File: src/rtl/svm_proc.sv
module svm_proc #(
  parameter int YW   = 8,
  parameter int GW   = 6,
  parameter int DW   = 3,
  parameter int LW   = 7,
  parameter int CW   = 4,
  parameter int AW   = 4,
  parameter int MAXD = 6,
  parameter int SH   = 4
) (
  input  logic                 clk,
  input  logic                 rst_n,
  input  logic                 valid_i,
  input  logic [YW-1:0]        y_i,
  input  logic                 text_mode_i,
  input  logic [GW-1:0]        vid_gain_i,
  input  logic [DW-1:0]        vid_dly_i,
  input  logic [GW-1:0]        txt_gain_i,
  input  logic [DW-1:0]        txt_dly_i,
  input  logic [LW-1:0]        limit_i,
  input  logic [CW-1:0]        core_i,
  input  logic [AW-1:0]        align_i,
  output logic signed [LW:0]   svm_o
);
  localparam int XW = YW + 1;
  localparam int PW = XW + GW + 1;
  localparam int OW = LW + 1;
  localparam int LN = (1 << AW) / 2 + 1;

  logic [YW-1:0]        hist [MAXD];
  logic signed [OW-1:0] line [LN];

  wire [DW-1:0] dsel = text_mode_i ? txt_dly_i : vid_dly_i;
  wire [GW-1:0] gsel = text_mode_i ? txt_gain_i : vid_gain_i;
  wire          on   = (dsel != '0) && (int'(dsel) <= MAXD);

  logic [YW-1:0] past;
  always_comb begin
    past = '0;
    for (int k = 0; k < MAXD; k++)
      if (int'(dsel) == k + 1) past = hist[k];
  end

  wire signed [XW-1:0] diff  = on ? ($signed({1'b0, y_i}) - $signed({1'b0, past})) : '0;
  wire        [XW-1:0] mag   = diff[XW-1] ? -diff : diff;
  wire        [XW-1:0] corex = {{(XW-CW){1'b0}}, core_i};
  wire        [XW-1:0] magc  = (mag > corex) ? mag - corex : '0;
  wire signed [XW-1:0] cored = diff[XW-1] ? -$signed(magc) : $signed(magc);

  wire signed [PW-1:0] ce   = {{(PW-XW){cored[XW-1]}}, cored};
  wire signed [PW-1:0] ge   = {{(PW-GW){1'b0}}, gsel};
  wire signed [PW-1:0] prod = ce * ge;
  wire signed [PW-1:0] scl  = prod >>> SH;
  wire signed [PW-1:0] lim  = {{(PW-LW){1'b0}}, limit_i};
  wire signed [PW-1:0] sat  = (scl > lim) ? lim : ((scl < -lim) ? -lim : scl);

  always_ff @(posedge clk or negedge rst_n) begin
    if (!rst_n) begin
      for (int k = 0; k < MAXD; k++) hist[k] <= '0;
      for (int k = 0; k < LN; k++)   line[k] <= '0;
    end else if (valid_i) begin
      hist[0] <= y_i;
      for (int k = 1; k < MAXD; k++) hist[k] <= hist[k-1];
      line[0] <= sat[OW-1:0];
      for (int k = 1; k < LN; k++)   line[k] <= line[k-1];
    end
  end

  logic signed [OW-1:0] tap_a, tap_b;
  always_comb begin
    tap_a = '0;
    tap_b = '0;
    for (int k = 0; k < LN - 1; k++)
      if (int'(align_i[AW-1:1]) == k) begin
        tap_a = line[k];
        tap_b = line[k+1];
      end
  end

  wire signed [OW:0] pair = {tap_a[OW-1], tap_a} + {tap_b[OW-1], tap_b};
  assign svm_o = align_i[0] ? pair[OW:1] : tap_a;

  AST_LIMIT: assert property (@(posedge clk) disable iff (!rst_n)
    valid_i |=> (line[0] <= $signed({1'b0, $past(limit_i)}) &&
                 line[0] >= -$signed({1'b0, $past(limit_i)})));
  AST_FILTER_OFF: assert property (@(posedge clk) disable iff (!rst_n)
    (valid_i && (text_mode_i ? txt_dly_i : vid_dly_i) == '0) |=> line[0] == '0);
  AST_ZERO_GAIN: assert property (@(posedge clk) disable iff (!rst_n)
    (valid_i && (text_mode_i ? txt_gain_i : vid_gain_i) == '0) |=> line[0] == '0);
  AST_IDLE_HOLD: assert property (@(posedge clk) disable iff (!rst_n)
    (!valid_i && $stable(align_i)) |=> $stable(svm_o));
endmodule

File: config.mk
export PLATFORM = sky130hd
export DESIGN_NAME = svm_proc
export DESIGN_NICKNAME = d
export VERILOG_FILES = /design/src/rtl/svm_proc.sv
export SDC_FILE = /design/constraint.sdc
export NUM_CORES = 1
export LEC_CHECK = 0
export BUFFER_PORTS_ARGS = -buffer_cell sky130_fd_sc_hd__buf_2
export CAP_MARGIN = 20
export CORE_AREA = 10 10 196 198
export DETAILED_ROUTE_END_ITERATION = 7
export DIE_AREA = 0 0 206 208
export GPL_TIMING_DRIVEN = 1
export PLACE_DENSITY = 0.47
export SYNTH_ARGS = -nofsm -noshare
export SYNTH_HDL_FRONTEND = slang
export SYNTH_SLANG_ARGS = --single-unit
File: constraint.sdc
create_clock -name clk -period 13.32 [get_ports clk]
set_input_delay 0.666 -clock clk [delete_from_list [all_inputs] [get_ports clk]]
set_output_delay 0.666 -clock clk [all_outputs]
set_load 0.01 [all_outputs]
### Word-level counts from Yosys, hierarchy flattened

Index checks and enable logic that the tools add are counted.

| word-level totals | value |
|---|---|
| register bits | 120 |
| input port bits | 45 |
| output and inout bits | 8 |
| word-level logic and storage cells | 73 |

| operators by class | value |
|---|---|
| $add $sub $neg | 6 |
| multipliers | 1 |
| $lt $le $gt $ge | 4 |
| equal/unequal tests | 13 |
| muxes and demuxes | 31 |
| reductions and logical operators | 3 |

Operator list:

| operator | count |
|---|---|
| $mux W8 | 25 |
| $mux W9 | 4 |
| $eq A3 B3 Y1 const B | 8 |
| $neg A9 Y9 | 2 |
| $lt A12 B16 Y1 | 1 |
| $mul A9 B7 Y16 | 1 |
| $neg A7 Y16 | 1 |
| $eq A3 B2 Y1 const B | 4 |
| $gt A12 B8 Y1 | 1 |
| $add A8 B8 Y9 | 1 |
| $gt A9 B4 Y1 | 1 |
| $sub A8 B8 Y9 | 1 |
| $sub A9 B4 Y9 | 1 |
| $mux W6 | 1 |
| $eq A3 B1 Y1 const B | 1 |
| $le A3 B3 Y1 const B | 1 |
| $logic_not A3 Y1 | 1 |
| $mux W3 | 1 |
| $reduce_bool A3 Y1 | 1 |
| $logic_and A1 B1 Y1 | 1 |

### Logic depth before layout (Yosys ltp)

Gate-level depths: netlist of the first run.

| depth | value |
|---|---|
| depth in word-level cells | 20 |
| mapped depth | 60 |
| mapped depth without buffers | 55 |

### Worst setup path before layout of the first run

No wires, ideal clock.

| timing path | value |
|---|---|
| path kind | input -> register |
| start | in text_mode_i |
| end | reg line[67] (netlist bit) |
| setup time | 0.082 ns |
| arrival | 13.306 ns |
| slack | -0.068 ns |
| cell stages on the path | 57 |
| buffers on the path | 4 |
| cells stage by stage | buf_6 > clkbuf_1 > mux2_2 > nor2_1 > a221oi_1 > a21oi_1 > ha_1 > fa_1 > nand2b_1 > a211oi_1 > o311a_1 > nor3_4 > clkbuf_1 > o21ai_0 > ha_1 > a21o_1 > a21o_1 > a21oi_1 > (+21 left out) > clkbuf_1 > nand2_1 > a21boi_0 > nor2_1 > nor2b_1 > nor2_1 > and2_1 > mux2_4 > a211o_1 > a21oi_1 > nor2_1 > ha_1 > nor3b_1 > and4_1 > a2111o_1 > o221a_4 > or4_1 > a31oi_1 |

| between the ends | value |
|---|---|
| longest elaborated chain between the ends | 20 |
| elaborated cells on any way between the ends | 31 |

Ends and longest elaborated chain:

| item | RTL line | text |
|---|---|---|
| start, declared | 15 | `input logic text_mode_i,` |
| $mux W3 | 33 | `wire [DW-1:0] dsel = text_mode_i ? txt_dly_i : vid_dly_i;` |
| $eq A3 B2 Y1 | 41 | `if (int'(dsel) == k + 1) past = hist[k];` |
| $mux W8 (6 in series) | 41 |  |
| $sub A8 B8 Y9 | 44 | `wire signed [XW-1:0] diff = on ? ($signed({1'b0, y_i}) - $signed({1'b0, past})) : '0;` |
| $mux W9 | 44 |  |
| $neg A9 Y9 | 45 | `wire [XW-1:0] mag = diff[XW-1] ? -diff : diff;` |
| $mux W9 | 45 |  |
| $sub A9 B4 Y9 / $gt A9 B4 Y1 (equally long branches) | 47 | `wire [XW-1:0] magc = (mag > corex) ? mag - corex : '0;` |
| $mux W9 | 47 |  |
| $neg A9 Y9 | 48 | `wire signed [XW-1:0] cored = diff[XW-1] ? -$signed(magc) : $signed(magc);` |
| $mux W9 | 48 |  |
| $mul A9 B7 Y16 * | 52 | `wire signed [PW-1:0] prod = ce * ge;` |
| $lt A12 B16 Y1 | 55 | `wire signed [PW-1:0] sat = (scl > lim) ? lim : ((scl < -lim) ? -lim : scl);` |
| $mux W8 | 55 |  |
| $mux W8 * | 55 |  |
| end, declared | 31 | `logic signed [OW-1:0] line [LN];` |

Every way passes the cells marked *; elsewhere a longest branch is shown, timed or not.
A chain may end at the register's enable or synchronous reset.

### Worst setup path after layout of the first run

| timing path | value |
|---|---|
| start | in text_mode_i |
| end | reg line[68] (netlist bit) |

The elaborated chain is that of the path after synthesis.

==> results of run 1 <==
## final timing paths
kind,from,to,cells past startpoint
worst min-delay path,rst_n,line[67],1
max in group asynchronous,rst_n,line[32],2
worst min register to register,line[20],line[12],1
worst max-delay path,text_mode_i,line[68],55
worst max register to register,hist[16],line[68],53
min in group clk,line[20],line[12],1
## logic make-up after synthesis
kind of cell | Yosys count
AND/OR/NAND/NOR | 315
buffers and inverters | 163
flip-flops | 120
AO/OA/AOI/OAI | 227
adder cells (fa/ha/maj) | 111
XOR/XNOR | 46
multiplexers | 174
## flip-flops by register name, summed over array words and instances (netlist names)
signal and count:
hist 48, line 72
## cell usage in the layout (no fill, tap or decap), drive strengths merged, types with 18 or more instances in the layout
master,Yosys,layout
nand2,87,87
mux2,124,124
xor2,19,19
fa,41,41
inv,114,114
dfrtp,120,120
mux2i,43,43
ha,70,70
xnor2,26,26
nor2,93,93
o21ai,52,52
buf,12,83
clkbuf,36,21
nand3,18,18
a21oi,50,50
## per-stage QoR
| step | setup TNS [ns] | hold slack (ns) | cells |
|---|---|---|---|
| CTS | 0 | 0.362 | 1673 |
| global route | -0.000913 | 0.387 | 1677 |
| detailed placement | -1.66 | 0.493 | 1642 |
| finish | 0 | 0.314 | 1677 |
| floorplan | 0 | 0.370 | 1156 |
| global placement | 0 | 0.487 | 1642 |
## synth_stat cells, types with 9 or more instances
cell type and n:
a211oi_1 10, a21o_1 13, a21oi_1 50, clkbuf_1 36
dfrtp_1 120, fa_1 41, ha_1 70, inv_1 114
mux2_2 123, mux2i_1 41, nand2_1 87, nand2b_1 16
nand3_1 18, nand4_1 9, nor2_1 91, nor2b_1 15
nor3_1 15, o211ai_1 13, o21a_1 9, o21ai_0 49
or3_1 11, or4_1 9, xnor2_1 24, xor2_1 18
## final cells by class
cell class | instances | share of cell area
inverter | 115 | 0.0345
multi-input combinational | 873 | 0.590
tap | 455 | 0.0455
sequential | 120 | 0.240
timing repair buffer | 83 | 0.0414
clock inverter | 10 | 0.0120
clock buffer | 21 | 0.0368
## repair_timing
action	CTS	global route
resized for setup	0	21
endpoints found under the setup margin	0	8
setup buffers	0	4
hold buffers	0	0
## routing by layer
layer | up-vias | share of wire
met4 | 0 | 0.0051
met1 | 4312 | 0.49
met2 | 108 | 0.48
met3 | 13 | 0.024
met5 | - | 0
li1 | 4204 | -
==> results.sh, run 1 <==
export IMPL_outcome="finished clean"
export IMPL_ys_flop_type="dfrtp_1"
export IMPL_initial_core_util=0.318
export IMPL_first_pass_iters=5
export IMPL_finalHoldViolCount=0
export IMPL_end_kind="register"
export IMPL_clock_sinks=120
export IMPL_gr_usage_met2=0.217
export IMPL_worstPathMaxFanout=8
export IMPL_synth_nets=1312
export IMPL_synth_async_reset_ratio=1.00
export IMPL_ios=53
export IMPL_syn_inst=1156
export IMPL_tightest_slew_ns=0.975
export IMPL_die_area_sq_mm=0.0428
export IMPL_cts_made_buffers=17
export IMPL_seq_area_frac_synth=0.275
export IMPL_syn_area_sq_mm=0.0109
export IMPL_busiest_layer="met2"
export IMPL_die_h_microns=208
export IMPL_gp_congestion=0.858
export IMPL_via_count=8637
export IMPL_yosysUniqueCellTypes=90
export IMPL_path_buf_inv=7
export IMPL_yosys_area_top_type="dfrtp_1"
export IMPL_ys_warn_count=0
export IMPL_synth_area_leaders="dfrtp_1 (27%), mux2_2 (13%), ha_1 (8.0%)"
export IMPL_fillers=3557
export IMPL_antenna_left=0
export IMPL_track_usage=0.131
export IMPL_final_core_util=0.364
export IMPL_row_count=68
export IMPL_use_met3=0.0228
export IMPL_fin_nets=1366
export IMPL_placed_area_sq_mm=0.0118
export IMPL_final_max_slew_viol_count=0
export IMPL_cts_tree="built"
export IMPL_reg2reg_slack_ns=1.33
export IMPL_ctsLongestPathBuffers=2
export IMPL_cp_top_family="compound AO/OA/AOI/OAI gates"
export IMPL_path_class="in2reg"
export IMPL_path_clk_slew_ns=0.05
export IMPL_synth_compound_area_frac=0.149
export IMPL_postRouteWirelength_microns=27700
export IMPL_synth_mux_area_frac=0.182
export IMPL_overflow=0
export IMPL_regArea_sq_mm=0.00300
export IMPL_crit_path_max_incr_delay_ns=0.53
export IMPL_synth_top_family_by_area="multiplexers"
export IMPL_cts_root_buf="clkbuf_16"
export IMPL_synth_xor_xnor_area_share=0.0402
export IMPL_area_delta_synth_final_pct=14.4
export IMPL_relSlewSlack=0.350
export IMPL_crit_slowest_cell="fa_1"
export IMPL_fin_worst_skew_ns=0.00968
export IMPL_num_antenna_cells=0
export IMPL_cpMostUsedCell="ha_1"
export IMPL_fmax_mhz=79.8
export IMPL_min_period_ns=12.53
export IMPL_grt_use_met1=0.177
export IMPL_core_area_sq_mm=0.0344
export IMPL_hold_path_class="in2async"
export IMPL_fin_ws_ns=0.789
export IMPL_synth_seq_cells=120
export IMPL_grt_pass1_vias=8871
export IMPL_cp_start_kind="primary input"
export IMPL_grt_max_degree=80
export IMPL_synth_edf_count=0
export IMPL_synthSimpleGateAreaFrac=0.141
export IMPL_clkLatencyLatePin_ns=0.41
export IMPL_post_drt_via_cell_ratio=5.15
export IMPL_pre_cts_ws_ns=-0.260
export IMPL_drt_iter0_drc=417
export IMPL_worst_ep_required_time_ns=13.64
export IMPL_syn_area_per_cell_sq_um=9.46
export IMPL_post_route_drc_count=0
export IMPL_antenna_found_initial=0
export IMPL_drive_gt1_frac=0.232
export IMPL_fin_crit_sh=0.941
export IMPL_fp_dieW_microns=206
export IMPL_htree_levels=4
export IMPL_maxCapViolCount=0
export IMPL_synth_top_area_share=0.275
export IMPL_wire_per_inst_microns=16.5
export IMPL_multiInputGateArea_sq_mm=0.00738
export IMPL_crit_arrival_ns=12.85
export IMPL_synth_adder_area_share=0.155
export IMPL_stdcell_area_sq_mm=0.0125
export IMPL_grt_first_pass_wirelength_microns=46700
export IMPL_finalSetupViolCount=0
export IMPL_dpl_hpwl_microns=21000
export IMPL_portBuffers=52
Power of run 1 is left out: the tool's default activity adds up to more than one toggle a clock period on the data nets, which glitch-free logic cannot reach.
==> inputs of run 2 (changes only) <==
--- a/config.mk
+++ b/config.mk
@@ -7,11 +7,11 @@
 export LEC_CHECK = 0
 export BUFFER_PORTS_ARGS = -buffer_cell sky130_fd_sc_hd__buf_2
 export CAP_MARGIN = 20
-export CORE_AREA = 10 10 196 198
+export CORE_AREA = 10 10 177 179
 export DETAILED_ROUTE_END_ITERATION = 7
-export DIE_AREA = 0 0 206 208
+export DIE_AREA = 0 0 187 189
 export GPL_TIMING_DRIVEN = 1
-export PLACE_DENSITY = 0.47
+export PLACE_DENSITY = 0.57
 export SYNTH_ARGS = -nofsm -noshare
 export SYNTH_HDL_FRONTEND = slang
 export SYNTH_SLANG_ARGS = --single-unit
==> constraint.sdc (replaced) <==
create_clock -name clk -period 10.9 [get_ports clk]
set_input_delay 0.545 -clock clk [delete_from_list [all_inputs] [get_ports clk]]
set_output_delay 0.545 -clock clk [all_outputs]
set_load 0.01 [all_outputs]
==> run 2 against run 1 <==
The run now ends with setup timing left. Critical endpoint is now line[70]. First-iteration DRC count rose by 17%. Design area rose by 16%. Utilization rose by 16 points. Hold slack got worse by 0.12 ns. Count of clock-buffer cells in the layout fell by 4. Die area fell by 18%. Non-clock buffer count rose by 194. Highest routed layer unchanged.
==> results.sh, run 2 (synthesis results as in run 1) <==
export IMPL_outcome="complete, but fails checks"
export IMPL_violations="setup timing"
export IMPL_layout_common_cells="buf_4 (220), mux2_2 (121), dfrtp_1 (120)"
export IMPL_gr_usage_met2=0.271
export IMPL_num_antenna_cells=0
export IMPL_core_area_sq_mm=0.0276
export IMPL_top_regs="line x72, hist x48"
export IMPL_finalHoldViolCount=0
export IMPL_path_clk_slew_ns=0.06
export IMPL_ctsLongestPathBuffers=2
export IMPL_dpl_hpwl_microns=21100
export IMPL_worstPathMaxFanout=6
export IMPL_drive_gt1_frac=0.389
export IMPL_fmax_mhz=89.8
export IMPL_htree_levels=4
export IMPL_cts_made_buffers=17
export IMPL_crit_path_max_incr_delay_ns=0.54
export IMPL_crit_arrival_ns=11.48
export IMPL_min_period_ns=11.13
export IMPL_cp_top_family="adder cells"
export IMPL_end_kind="register"
export IMPL_use_met3=0.0254
export IMPL_clkLatencyLatePin_ns=0.42
export IMPL_crit_slowest_cell="or4_4"
export IMPL_die_area_sq_mm=0.0353
export IMPL_portBuffers=52
export IMPL_relSlewSlack=0.387
export IMPL_antenna_found_initial=0
export IMPL_die_h_microns=189
export IMPL_post_drt_via_cell_ratio=5.20
export IMPL_fin_ws_ns=-0.235
export IMPL_placed_area_sq_mm=0.0132
export IMPL_grt_use_met1=0.201
export IMPL_track_usage=0.158
export IMPL_fin_worst_skew_ns=0.0102
export IMPL_ff2ff_path_depth=51
export IMPL_hold_path_class="in2async"
export IMPL_maxCapViolCount=0
export IMPL_fin_nets=1560
export IMPL_area_delta_synth_final_pct=32.1
export IMPL_layout_commonest_cell="buf_4"
export IMPL_top_register="line"
export IMPL_path_buf_inv=5
export IMPL_antenna_left=0
export IMPL_cpMostUsedCell="ha_4"
export IMPL_first_pass_iters=5
export IMPL_fin_cells=1794
export IMPL_worst_ep_required_time_ns=11.24
export IMPL_drt_iter0_drc=489
export IMPL_ios=53
export IMPL_cts_hold_repair_buffers=0
export IMPL_overflow=0
export IMPL_rsz0062_at_grt="true"
export IMPL_holdWs_ns=0.197
export IMPL_r2r_start="hist[25]"
export IMPL_cp_num_cells=53
export IMPL_cts_tree="built"
export IMPL_final_max_slew_viol_count=0
export IMPL_cts_root_buf="clkbuf_16"
export IMPL_gp_congestion=0.875
export IMPL_post_route_drc_count=0
export IMPL_grt_pass1_vias=9578
export IMPL_row_count=61
export IMPL_grt_max_degree=74
export IMPL_cp_start_kind="primary input"
export IMPL_busiest_layer="met2"
export IMPL_postRouteWirelength_microns=27800
export IMPL_path_class="in2reg"
export IMPL_clock_sinks=120
export IMPL_stdcell_area_sq_mm=0.0145
export IMPL_initial_core_util=0.396
export IMPL_grt_first_pass_wirelength_microns=47200
export IMPL_tightest_slew_ns=0.894
export IMPL_cp_startpoint="text_mode_i"
export IMPL_largest_reg_flops=72
export IMPL_dpl_cell_count=1725
export IMPL_via_count=9320
export IMPL_wire_per_inst_microns=15.5
export IMPL_fp_dieW_microns=187
export IMPL_fin_crit_sh=1.02
export IMPL_finalSetupViolCount=8
==> run 2: repair_timing <==
action                     4_1_cts  5_1_grt
pin swaps                       53       38
setup buffers                   24       14
resized for setup               52       21
setup endpoints to repair        8        8
==> run 2: cell type report <==
type	instances	area, sq um
clock buffer	17	425
clock inverter	14	200
fill	2605	13200
inverter	115	432
multi-input combinational	873	7900
sequential	120	3000
tap	378	473
timing repair buffer	277	2020
==> run 2: worst paths after layout <==
check	end	slack [ns]
worst max-delay path	line[70]	-0.23
worst min-delay path	line[70]	0.20
worst max register to register	line[70]	0.09
worst min register to register	line[12]	0.51
max in group asynchronous	hist[32]	9.45
min in group clk	hist[40]	0.39
==> run 2: metrics by stage <==
step / worst slack, ns / utilization / TNS (ns)
after floorplan: -0.810 / - / -5.99
after global placement: -0.777 / 0.477 / -5.85
after detailed placement: -0.953 / 0.477 / -7.23
after CTS: -0.170 / 0.515 / -1.05
after global routing: -0.740 / 0.523 / -5.57
final: -0.235 / 0.523 / -1.41
==> run 2: worst register-to-register path: cells and delay by family (launching register included) <==
kind	cells	cell delay (ns)
xor gates and xnor gates	1	0.20
and+or+nand+nor	14	2.30
DFF	1	0.40
AOI/OAI and AO/OA	21	3.73
adders and majority gates	10	3.56
buffers and inverters	4	0.25
muxes	1	0.33
==> run 2: routing by layer <==
layer	vias up	routed length, microns
met5	-	0
li1	4598	-
met3	35	832
met2	128	13900
met1	4559	12600
met4	0	464
Power of run 2 is left out for the same reason.
